===== config.mk =====
export PLATFORM = sky130hd
export DESIGN_NAME = sync_rx_hunter
export DESIGN_NICKNAME = d
export VERILOG_FILES = /design/src/rtl/rxh_pkg.sv /design/src/rtl/rxh_window.sv /design/src/rtl/rxh_framer.sv /design/src/rtl/rxh_filter.sv /design/src/rtl/sync_rx_hunter.sv
export SDC_FILE = /design/constraint.sdc
export NUM_CORES = 1
export LEC_CHECK = 0
export CAP_MARGIN = 10
export CELL_PAD_IN_SITES_DETAIL_PLACEMENT = 1
export CELL_PAD_IN_SITES_GLOBAL_PLACEMENT = 1
export CORE_ASPECT_RATIO = 1.2
export CORE_MARGIN = 5
export CORE_UTILIZATION = 30
export DETAILED_ROUTE_END_ITERATION = 10
export HOLD_SLACK_MARGIN = 0.05
export PLACE_DENSITY_LB_ADDON = 0.1
export SLEW_MARGIN = 10
export SYNTH_ARGS = -nofsm -noshare
export SYNTH_HDL_FRONTEND = slang
export SYNTH_SLANG_ARGS = --single-unit
export TNS_END_PERCENT = 1

===== constraint.sdc =====
create_clock -name clk -period 3.25 [get_ports clk]
set_input_delay 0.975 -clock clk [delete_from_list [all_inputs] [get_ports clk]]
set_output_delay 0.975 -clock clk [all_outputs]
set_load 0.01 [all_outputs]

===== src/rtl/rxh_pkg.sv =====
package rxh_pkg;

   typedef enum logic [1:0] {
      ST_IDLE  = 2'd0,
      ST_HUNT  = 2'd1,
      ST_WAIT2 = 2'd2,
      ST_SYNC  = 2'd3
   } rxh_state_e;

endpackage


===== src/rtl/rxh_window.sv =====
module rxh_window #(
   parameter int CHAR_W = 8,
   parameter int CNT_W  = 4
) (
   input  logic              clk,
   input  logic              rst_n,
   input  logic              bit_i,
   input  logic [CNT_W-1:0]  cur_len,
   input  logic [CHAR_W-1:0] pat1,
   input  logic [CHAR_W-1:0] pat2,
   input  logic [CHAR_W-1:0] pat_esc,
   output logic [CHAR_W-1:0] nchar,
   output logic              eq_p1,
   output logic              eq_p2,
   output logic              eq_esc
);

   logic [CHAR_W-1:0] sr_q;
   logic [CHAR_W-1:0] sr_n;
   logic [CHAR_W-1:0] mask;
   logic [CNT_W-1:0]  shamt;

   // newest bit enters at the top; the oldest of the last L bits lands at bit 0
   assign sr_n  = {bit_i, sr_q[CHAR_W-1:1]};
   assign shamt = CNT_W'(CHAR_W) - cur_len;
   assign nchar = sr_n >> shamt;
   assign mask  = ~({CHAR_W{1'b1}} << cur_len);

   assign eq_p1  = (nchar == (pat1 & mask));
   assign eq_p2  = (nchar == (pat2 & mask));
   assign eq_esc = (nchar == (pat_esc & mask));

   always_ff @(posedge clk or negedge rst_n) begin
      if (!rst_n) sr_q <= '1;
      else        sr_q <= sr_n;
   end

endmodule


===== src/rtl/rxh_framer.sv =====
module rxh_framer
   import rxh_pkg::*;
#(
   parameter int CHAR_W = 8,
   parameter int CNT_W  = 4
) (
   input  logic             clk,
   input  logic             rst_n,
   input  logic             en,
   input  logic             jam_mode,
   input  logic             ext_sync,
   input  logic             dbl,
   input  logic [CNT_W-1:0] cur_len,
   input  logic             eq_p1,
   input  logic             eq_p2,
   output logic             char_done,
   output logic             sync_gain
);

   rxh_state_e       st_q;
   logic [CNT_W-1:0] cnt_q;
   logic             en_q, ext_q;
   logic [CNT_W-1:0] lim;
   logic             last, ext_rise, live;

   assign lim      = cur_len - CNT_W'(1);
   assign last     = (cnt_q >= lim);
   assign live     = en && en_q;
   assign ext_rise = live && jam_mode && ext_sync && !ext_q;

   always_comb begin
      char_done = live && !ext_rise && (st_q == ST_SYNC) && last;
      sync_gain = ext_rise;
      if (live && !jam_mode) begin
         if (st_q == ST_HUNT && last && eq_p1 && !dbl) sync_gain = 1'b1;
         if (st_q == ST_WAIT2 && last && eq_p2)        sync_gain = 1'b1;
      end
   end

   always_ff @(posedge clk or negedge rst_n) begin
      if (!rst_n) begin
         st_q  <= ST_IDLE;
         cnt_q <= '0;
         en_q  <= 1'b0;
         ext_q <= 1'b0;
      end else begin
         en_q  <= en;
         ext_q <= ext_sync;
         if (!en) begin
            st_q  <= ST_IDLE;
            cnt_q <= '0;
         end else if (!en_q) begin
            st_q  <= ST_HUNT;
            cnt_q <= CNT_W'(1);
         end else if (ext_rise) begin
            st_q  <= ST_SYNC;
            cnt_q <= '0;
         end else begin
            unique case (st_q)
               ST_HUNT: begin
                  if (!jam_mode && last && eq_p1) begin
                     st_q  <= dbl ? ST_WAIT2 : ST_SYNC;
                     cnt_q <= '0;
                  end else if (!last) begin
                     cnt_q <= cnt_q + CNT_W'(1);
                  end
               end
               ST_WAIT2: begin
                  if (last) begin
                     // a failed second character resumes the hunt on the next bit only
                     st_q  <= eq_p2 ? ST_SYNC : ST_HUNT;
                     cnt_q <= eq_p2 ? '0 : cur_len;
                  end else begin
                     cnt_q <= cnt_q + CNT_W'(1);
                  end
               end
               ST_SYNC: cnt_q <= last ? '0 : cnt_q + CNT_W'(1);
               default: st_q <= ST_HUNT;
            endcase
         end
      end
   end

   AST_CNT_IN_RANGE: assert property (@(posedge clk) disable iff (!rst_n)
      (st_q == ST_SYNC) |-> (cnt_q < CNT_W'(CHAR_W)));

endmodule


===== src/rtl/rxh_filter.sv =====
module rxh_filter #(
   parameter int CHAR_W = 8
) (
   input  logic              clk,
   input  logic              rst_n,
   input  logic              en,
   input  logic              transp,
   input  logic              dbl,
   input  logic              strip,
   input  logic              jam_mode,
   input  logic              char_done,
   input  logic              sync_gain,
   input  logic              status_rd,
   input  logic              eq_p1,
   input  logic              eq_p2,
   input  logic              eq_esc,
   input  logic [CHAR_W-1:0] nchar,
   output logic [CHAR_W-1:0] rx_data,
   output logic              rx_valid,
   output logic              syn_det,
   output logic              dle_det
);

   logic prev_p1_q, esc_pend_q;
   logic drop, syn_hit, esc_hit;

   always_comb begin
      if (transp) begin
         drop    = (eq_esc && !esc_pend_q) || (eq_p1 && esc_pend_q);
         syn_hit = esc_pend_q && eq_p1;
      end else begin
         drop    = eq_p1 || (dbl && eq_p2 && prev_p1_q);
         syn_hit = dbl ? (prev_p1_q && eq_p2) : eq_p1;
      end
      drop    = drop && strip;
      syn_hit = syn_hit && !jam_mode;
      esc_hit = transp && esc_pend_q && !eq_p2 && !eq_esc;
   end

   always_ff @(posedge clk or negedge rst_n) begin
      if (!rst_n) begin
         rx_data    <= '0;
         rx_valid   <= 1'b0;
         syn_det    <= 1'b0;
         dle_det    <= 1'b0;
         prev_p1_q  <= 1'b0;
         esc_pend_q <= 1'b0;
      end else if (!en) begin
         rx_valid   <= 1'b0;
         syn_det    <= 1'b0;
         dle_det    <= 1'b0;
         prev_p1_q  <= 1'b0;
         esc_pend_q <= 1'b0;
      end else begin
         rx_valid <= char_done && !drop;
         if (char_done && !drop) rx_data <= nchar;
         if (sync_gain) begin
            prev_p1_q  <= 1'b0;
            esc_pend_q <= 1'b0;
         end else if (char_done) begin
            prev_p1_q  <= eq_p1;
            esc_pend_q <= transp && eq_esc && !esc_pend_q;
            dle_det    <= esc_hit;
         end
         if (sync_gain || (char_done && syn_hit)) syn_det <= 1'b1;
         else if (status_rd)                      syn_det <= 1'b0;
      end
   end

   AST_OFF_QUIET: assert property (@(posedge clk) disable iff (!rst_n)
      !en |=> (!rx_valid && !syn_det && !dle_det));
   AST_ESC_FLAG_TRANSP: assert property (@(posedge clk) disable iff (!rst_n)
      $rose(dle_det) |-> $past(transp));

endmodule


===== src/rtl/sync_rx_hunter.sv =====
module sync_rx_hunter #(
   parameter int CHAR_W = 8,
   parameter int LEN_W  = 2
) (
   input  logic              clk,
   input  logic              rst_n,
   input  logic              rx_en,
   input  logic              rx_bit,
   input  logic [CHAR_W-1:0] syn1,
   input  logic [CHAR_W-1:0] syn2,
   input  logic [CHAR_W-1:0] dle,
   input  logic [LEN_W-1:0]  len_sel,
   input  logic              dbl_syn,
   input  logic              transp,
   input  logic              strip_en,
   input  logic              jam_mode,
   input  logic              ext_sync,
   input  logic              status_rd,
   output logic [CHAR_W-1:0] rx_data,
   output logic              rx_valid,
   output logic              syn_det,
   output logic              dle_det
);

   localparam int CNT_W   = $clog2(CHAR_W + 1) + 1;
   localparam int MIN_LEN = CHAR_W - (1 << LEN_W) + 1;

   if (MIN_LEN < 1) begin : g_bad_len
      $error("sync_rx_hunter: LEN_W too wide for CHAR_W");
   end

   logic [CNT_W-1:0]  cur_len;
   logic [CHAR_W-1:0] nchar;
   logic              eq_p1, eq_p2, eq_esc, char_done, sync_gain;

   assign cur_len = CNT_W'(MIN_LEN) + CNT_W'(len_sel);

   rxh_window #(.CHAR_W(CHAR_W), .CNT_W(CNT_W)) u_win (
      .clk(clk), .rst_n(rst_n), .bit_i(rx_bit), .cur_len(cur_len),
      .pat1(syn1), .pat2(syn2), .pat_esc(dle),
      .nchar(nchar), .eq_p1(eq_p1), .eq_p2(eq_p2), .eq_esc(eq_esc));

   rxh_framer #(.CHAR_W(CHAR_W), .CNT_W(CNT_W)) u_frm (
      .clk(clk), .rst_n(rst_n), .en(rx_en), .jam_mode(jam_mode),
      .ext_sync(ext_sync), .dbl(dbl_syn), .cur_len(cur_len),
      .eq_p1(eq_p1), .eq_p2(eq_p2),
      .char_done(char_done), .sync_gain(sync_gain));

   rxh_filter #(.CHAR_W(CHAR_W)) u_flt (
      .clk(clk), .rst_n(rst_n), .en(rx_en), .transp(transp), .dbl(dbl_syn),
      .strip(strip_en), .jam_mode(jam_mode), .char_done(char_done),
      .sync_gain(sync_gain), .status_rd(status_rd),
      .eq_p1(eq_p1), .eq_p2(eq_p2), .eq_esc(eq_esc), .nchar(nchar),
      .rx_data(rx_data), .rx_valid(rx_valid), .syn_det(syn_det), .dle_det(dle_det));

   AST_SYNC_CHARS_HIDDEN: assert property (@(posedge clk) disable iff (!rst_n)
      sync_gain |=> !rx_valid);
   AST_GAIN_SETS_FLAG: assert property (@(posedge clk) disable iff (!rst_n)
      sync_gain |=> syn_det);
   AST_STATUS_CLEARS: assert property (@(posedge clk) disable iff (!rst_n)
      (rx_en && status_rd && !sync_gain && !char_done) |=> !syn_det);

endmodule


==> results.json, run 1 <==
{
  "drt_iter0_markers": 49,
  "synth-seq-cells": 29,
  "clkSinkCount": 29,
  "io_pins": 47,
  "critPathMaxStageDelay_ns": 0.59,
  "die_y_um": 109.3,
  "cp_common_cell": "buf_6",
  "setup_violations": 7,
  "grt_antenna_before_repair": 0,
  "nNetsFinal": 432,
  "wirelength_um": 9126,
  "initial_core_util_pct": 30.56,
  "clk_latency_ns": 0.28,
  "numPortBuffers": 46,
  "rr_worst_depth": 10,
  "drive_above_1_share_pct": 38.34,
  "path_max_fanout": 7,
  "cp_cell_sequence": "buf_6 > inv_4 > ha_4 > mux4_2 > o21a_1 > o22a_1 > o21ai_2 > nand3_2 > o211ai_2 > a31oi_4 > buf_6 > mux2_4",
  "synthArstFlopShare_pct": 100.0,
  "die_area_mm2": 0.01013,
  "leakage_nw": 1.680,
  "cts_tree": "built",
  "stdcell_area_mm2": 0.003973,
  "vias": 2600,
  "dpl_cell_area_mm2": 0.003458,
  "clock.fmax_mhz": 302.5,
  "critPathRequiredTime_ns": 3.42,
  "vias_per_cell": 5.405,
  "grt_setup_unrepaired": "true",
  "final_cells": 481,
  "fin_skew_ns": 0.004470,
  "fillers": 921,
  "cts.path.max_buffers": 2,
  "drc_errors": 0,
  "syn_inst": 266,
  "p_total_w": 0.001212,
  "power.density_mw_per_mm2": 305.0,
  "grt_pass1_wl_um": 14760,
  "first_global_vias": 2863,
  "seq_area_frac_synth_pct": 29.81,
  "crit_cells": 12,
  "detail-route-antenna-nets": 0,
  "hold_depth": 0,
  "hold_class": "flop to flop",
  "cp-end-kind": "flop",
  "crit_arrival_ns": 3.47,
  "synth_cell_types": 64,
  "syn_nets": 312,
  "crit_family": "compound AO/OA/AOI/OAI gates",
  "core_area_mm2": 0.008063,
  "synthToLayoutAreaGrowth_pct": 61.25,
  "synth-main-ff-cell": "dfrtp_1",
  "die_width_um": 92.73,
  "grt_start_max_net_pins": 30,
  "wire_per_inst_um": 18.97,
  "dp_hpwl_um": 6931,
  "cts_buffers": 5,
  "violations": "negative setup slack",
  "finalSetupTns_ns": -0.2590,
  "max_slew.worst_pin.slew_ns": 0.7064,
  "path_clk_slew_ns": 0.06,
  "grt_overflow": 0,
  "ys_warn_count": 0,
  "grt_usage_pct": 18.65,
  "fp-row-count": 36,
  "outcome": "complete, but fails checks",
  "gp_congestion": 0.8181,
  "path_class": "input port to flop",
  "report.final.hold_viol_count": 0,
  "hold-worst-slack_ns": 0.4011,
  "drv_slew": 0,
  "crit_path_top_delay_cell": "mux4_2",
  "final_cell_mix": "buf_4 (64), clkdlybuf4s50_1 (43), dfrtp_1 (22), inv_1 (19), nor2_1 (17)",
  "peakVddDrop_v": 0.0001461,
  "setup_ws_ns": -0.05598,
  "worst_setup_path_start_kind": "input port",
  "cts_max_level": 2,
  "synth-edff-count": 0,
  "final_common_cell": "buf_4",
  "dpl.cell_count": 457,
  "antenna_cells": 0,
  "first_pass_iters": 5,
  "fin_crit_sh_pct": 101.7,
  "fin_crit_ns": 3.306,
  "crit_buf_inv": 3,
  "maxSlewHeadroom_pct": 52.73,
  "drv_cap": 0,
  "syn_area_mm2": 0.002464,
  "cts_root_buf": "clkbuf_8",
  "avgSynthCellArea_um2": 9.262
}
## sequential cells by signal (all words and copies together), names as in the netlist
signal,flops
u_frm.en_q,1
u_flt.dle_det,1
u_frm.ext_q,1
u_frm.st_q,2
u_win.sr_q,7
u_flt.rx_valid,1
u_flt.prev_p1_q,1
u_frm.cnt_q,5
u_flt.syn_det,1
u_flt.rx_data,8
u_flt.esc_pend_q,1
## power by group
part | switching [W] | internal [W]
clock | 0.000141 | 0.000168
combinational | 0.000249 | 0.000263
sequential | 0.0000150 | 0.000376
## timing repair
item	4_1_cts	5_1_grt
setup endpoints to repair	20	18
pin swaps	19	13
resized for setup	51	23
hold buffers	0	0
gates cloned	0	0
setup buffers	17	1
## kinds of logic after synthesis
family / after synthesis / synth area share (%)
and+or+nand+nor: 85 / 18.79
AOI/OAI and AO/OA: 77 / 23.36
buffers and inverters: 30 / 5.891
DFF: 29 / 29.81
muxes: 27 / 13.92
adders and majority gates: 10 / 5.079
xor gates and xnor gates: 8 / 3.149
## synth_stat cells, drive strengths merged, types with 3 or more instances
| master | n | area [µm²] |
|---|---|---|
| dfrtp | 22 | 550.5 |
| inv | 22 | 82.58 |
| nand3 | 18 | 95.09 |
| nor2 | 18 | 67.56 |
| a21oi | 14 | 70.07 |
| mux2i | 14 | 140.1 |
| o21ai | 13 | 65.06 |
| ha | 10 | 125.1 |
| nand2 | 10 | 37.54 |
| o211ai | 9 | 77.57 |
| mux2 | 8 | 90.09 |
| nand4 | 8 | 50.05 |
| dfstp | 7 | 183.9 |
| o31ai | 7 | 57.55 |
| buf | 6 | 55.05 |
| xnor2 | 6 | 52.55 |
| mux4 | 5 | 112.6 |
| nand2b | 5 | 31.28 |
| nand3b | 5 | 37.54 |
| a211oi | 4 | 40.03 |
| nor4 | 4 | 31.28 |
| a21o | 3 | 22.52 |
| and2 | 3 | 18.77 |
| nor2b | 3 | 18.77 |
| nor3 | 3 | 15.01 |
## per-stage QoR
stage               worst slack (ns)  util [%]
floorplan                    -0.4027         -
global placement             -0.8442     42.89
detailed placement           -0.9144     42.89
CTS                         -0.09311     47.78
global route                 -0.1608     49.27
finish                      -0.05598     49.27
## area by class of cell
type	instances	area (µm²)	share of cell area [%]
Multi-Input combinational cell	207	1847	46.49
Timing Repair Buffer	121	1096	27.59
Sequential cell	29	734.5	18.49
Tap cell	95	118.9	2.992
Inverter	22	90.09	2.268
Clock buffer	7	86.33	2.173
## worst paths after layout
kind                               start                to  slack, ns
setup / recovery              len_sel[1]  u_flt.rx_data[1]      -0.06
hold / removal             u_win.sr_q[2]     u_win.sr_q[1]       0.40
setup reg to reg           u_win.sr_q[6]  u_flt.rx_data[1]       0.62
hold reg to reg            u_win.sr_q[2]     u_win.sr_q[1]       0.40
max in group asynchronous          rst_n     u_win.sr_q[1]       1.83
min in group asynchronous          rst_n    u_frm.cnt_q[3]       1.09
## per-layer routing
layer  wire length (µm)  global-route usage, %  vias up
met5                  0                      0        -
li1                   -                      -     1251
met1               3784                  21.33     1296
met3                308                  2.830        9
met2               4914                  35.98       44
met4                119                  4.817        0
Note: power is estimated with default switching activity, not from simulation.
==> run 2: changes to the inputs <==
TNS_END_PERCENT = 30   (was 1)
==> run 2 against run 1 <==
  * Combinational power is 4.3% lower
  * Via count is 2.2% higher
  * Non-clock buffer count is 6 higher
  * The flow still finishes with violations (negative setup slack)
  * Register-to-register slack worse by 0.08 ns
  * Die area stayed put
  * Clock power hardly changed
  * Fmax is 0.47% lower
  * Worst hold slack better by 0.0043 ns
  * Sequential share of layout area is 0.37 points higher
  * Power is 1.8% lower
==> results.json, run 2 (synthesis results as in run 1) <==
{
  "first_pass_iters": 5,
  "antenna_cells": 0,
  "crit_path_top_delay_cell": "mux4_2",
  "final_cells": 487,
  "numPortBuffers": 46,
  "largest_reg_flops": 8,
  "cp_cell_sequence": "buf_8 > inv_6 > ha_4 > mux4_2 > and2_4 > a221oi_4 > nand3_4 > o211ai_4 > a31oi_4 > buf_12 > mux2_4",
  "gp_congestion": 0.8060,
  "crit_arrival_ns": 3.49,
  "grt_antenna_before_repair": 0,
  "clkSinkCount": 29,
  "fp-row-count": 36,
  "cts_tree": "built",
  "maxSlewHeadroom_pct": 58.75,
  "grt_overflow": 0,
  "outcome": "complete, but fails checks",
  "cts_buffers": 5,
  "path_class": "input port to flop",
  "vias_per_cell": 5.456,
  "hold_class": "flop to flop",
  "largest-register": "u_flt.rx_data",
  "grt_setup_unrepaired": "true",
  "io_pins": 47,
  "nNetsFinal": 438,
  "power.density_mw_per_mm2": 305.5,
  "setup_violations": 8,
  "final_common_cell": "buf_4",
  "first_global_vias": 2946,
  "hold-worst-slack_ns": 0.4054,
  "rr_startpoint": "u_win.sr_q[7]",
  "synthToLayoutAreaGrowth_pct": 58.05,
  "max_slew.worst_pin.slew_ns": 0.6164,
  "clk_latency_ns": 0.28,
  "dp_hpwl_um": 6978,
  "finalSetupTns_ns": -0.3193,
  "peakVddDrop_v": 0.0001551,
  "detail-route-antenna-nets": 0,
  "path_clk_slew_ns": 0.06,
  "fin_crit_sh_pct": 102.2,
  "fin_crit_ns": 3.322,
  "report.final.hold_viol_count": 0,
  "drv_slew": 0,
  "crit_buf_inv": 3,
  "drive_above_1_share_pct": 36.73,
  "dpl.cell_count": 468,
  "path_max_fanout": 8,
  "leakage_nw": 1.702,
  "clock.fmax_mhz": 301.1,
  "drt_iter0_markers": 83,
  "grt_start_max_net_pins": 30,
  "critPathMaxStageDelay_ns": 0.58,
  "final_cell_mix": "buf_4 (75), clkdlybuf4s50_1 (43), dfrtp_1 (22), inv_1 (20), nor2_1 (17)",
  "die_width_um": 92.73,
  "fillers": 940,
  "vias": 2657,
  "hold_buffers": 0,
  "wire_per_inst_um": 18.56,
  "critPathLaunch": "len_sel[0]",
  "p_total_w": 0.001190,
  "grt_pass1_wl_um": 14710,
  "worst_setup_path_start_kind": "input port",
  "cp-end-kind": "flop",
  "grt_usage_pct": 18.59,
  "cts_root_buf": "clkbuf_8",
  "core_area_mm2": 0.008063,
  "violations": "negative setup slack",
  "crit_family": "multiplexers",
  "drv_cap": 0,
  "cts_max_level": 2,
  "cts.path.max_buffers": 2,
  "reg_top3": "u_flt.rx_data (8), u_win.sr_q (7), u_frm.cnt_q (5)",
  "hp-start": "u_win.sr_q[2]",
  "wirelength_um": 9040,
  "setup_ws_ns": -0.07155,
  "drc_errors": 0,
  "critPathRequiredTime_ns": 3.41,
  "die_y_um": 109.3,
  "fin_skew_ns": 0.005939,
  "initial_core_util_pct": 30.56,
  "die_area_mm2": 0.01013,
  "dp_slack_ns": -0.9672
}
-- run 2: cell count changes in the layout (fill, tap and decap cells not counted), sizes merged --
cell and delta:
buf +6, dlygate4sd2 +1, dlymetal6s2s -1
-- run 2: layer usage --
layer  track usage, %  wire, µm
met3            2.968       262
met2            35.20      4776
met1            21.24      3829
met4            5.969       172
met5                0         0
-- run 2: where the power goes --
part	internal, W	switching [W]
logic	0.000252	0.000238
clock network	0.000168	0.000141
registers	0.000376	0.0000149
-- run 2: path summary, 6_finish.rpt --
check	to	depth (start not counted)	slack, ns
worst max-delay path	u_flt.rx_data[4]	11	-0.07
worst min-delay path	u_win.sr_q[1]	0	0.41
worst max register to register	u_flt.rx_data[4]	10	0.54
worst min register to register	u_win.sr_q[1]	0	0.41
max in group asynchronous	u_win.sr_q[1]	2	1.84
min in group asynchronous	u_frm.cnt_q[4]	2	1.09
-- run 2: worst reg2reg max path, delay by kind of cell (launching register included) --
family | cells | cell delay (ns)
AO/OA/AOI/OAI | 3 | 0.69
AND/OR/NAND/NOR | 2 | 0.41
XOR/XNOR | 1 | 0.13
multiplexers | 2 | 0.43
buffers and inverters | 2 | 0.33
flip-flops | 1 | 0.61
-- run 2: through the flow --
stage	area (µm²)	util (%)
finish	3894	48.29
global route	3894	48.29
CTS	3827	47.47
detailed placement	3537	43.87
global placement	3537	43.87
floorplan	2516	-
-- run 2: final cells by class --
type | instances | area [µm²] | share of cell area [%]
multi-input combinational | 207 | 1755 | 45.08
timing repair buffer | 127 | 1109 | 28.47
sequential | 29 | 734.5 | 18.86
tap | 95 | 118.9 | 3.053
inverter | 22 | 90.09 | 2.314
clock buffer | 7 | 86.33 | 2.217
-- run 2: what timing repair did --
item	in CTS	in global routing
hold endpoints to repair	0	0
endpoints found under the setup margin	20	20
resized for setup	39	14
buffers inserted	11	2
pin swaps	14	6
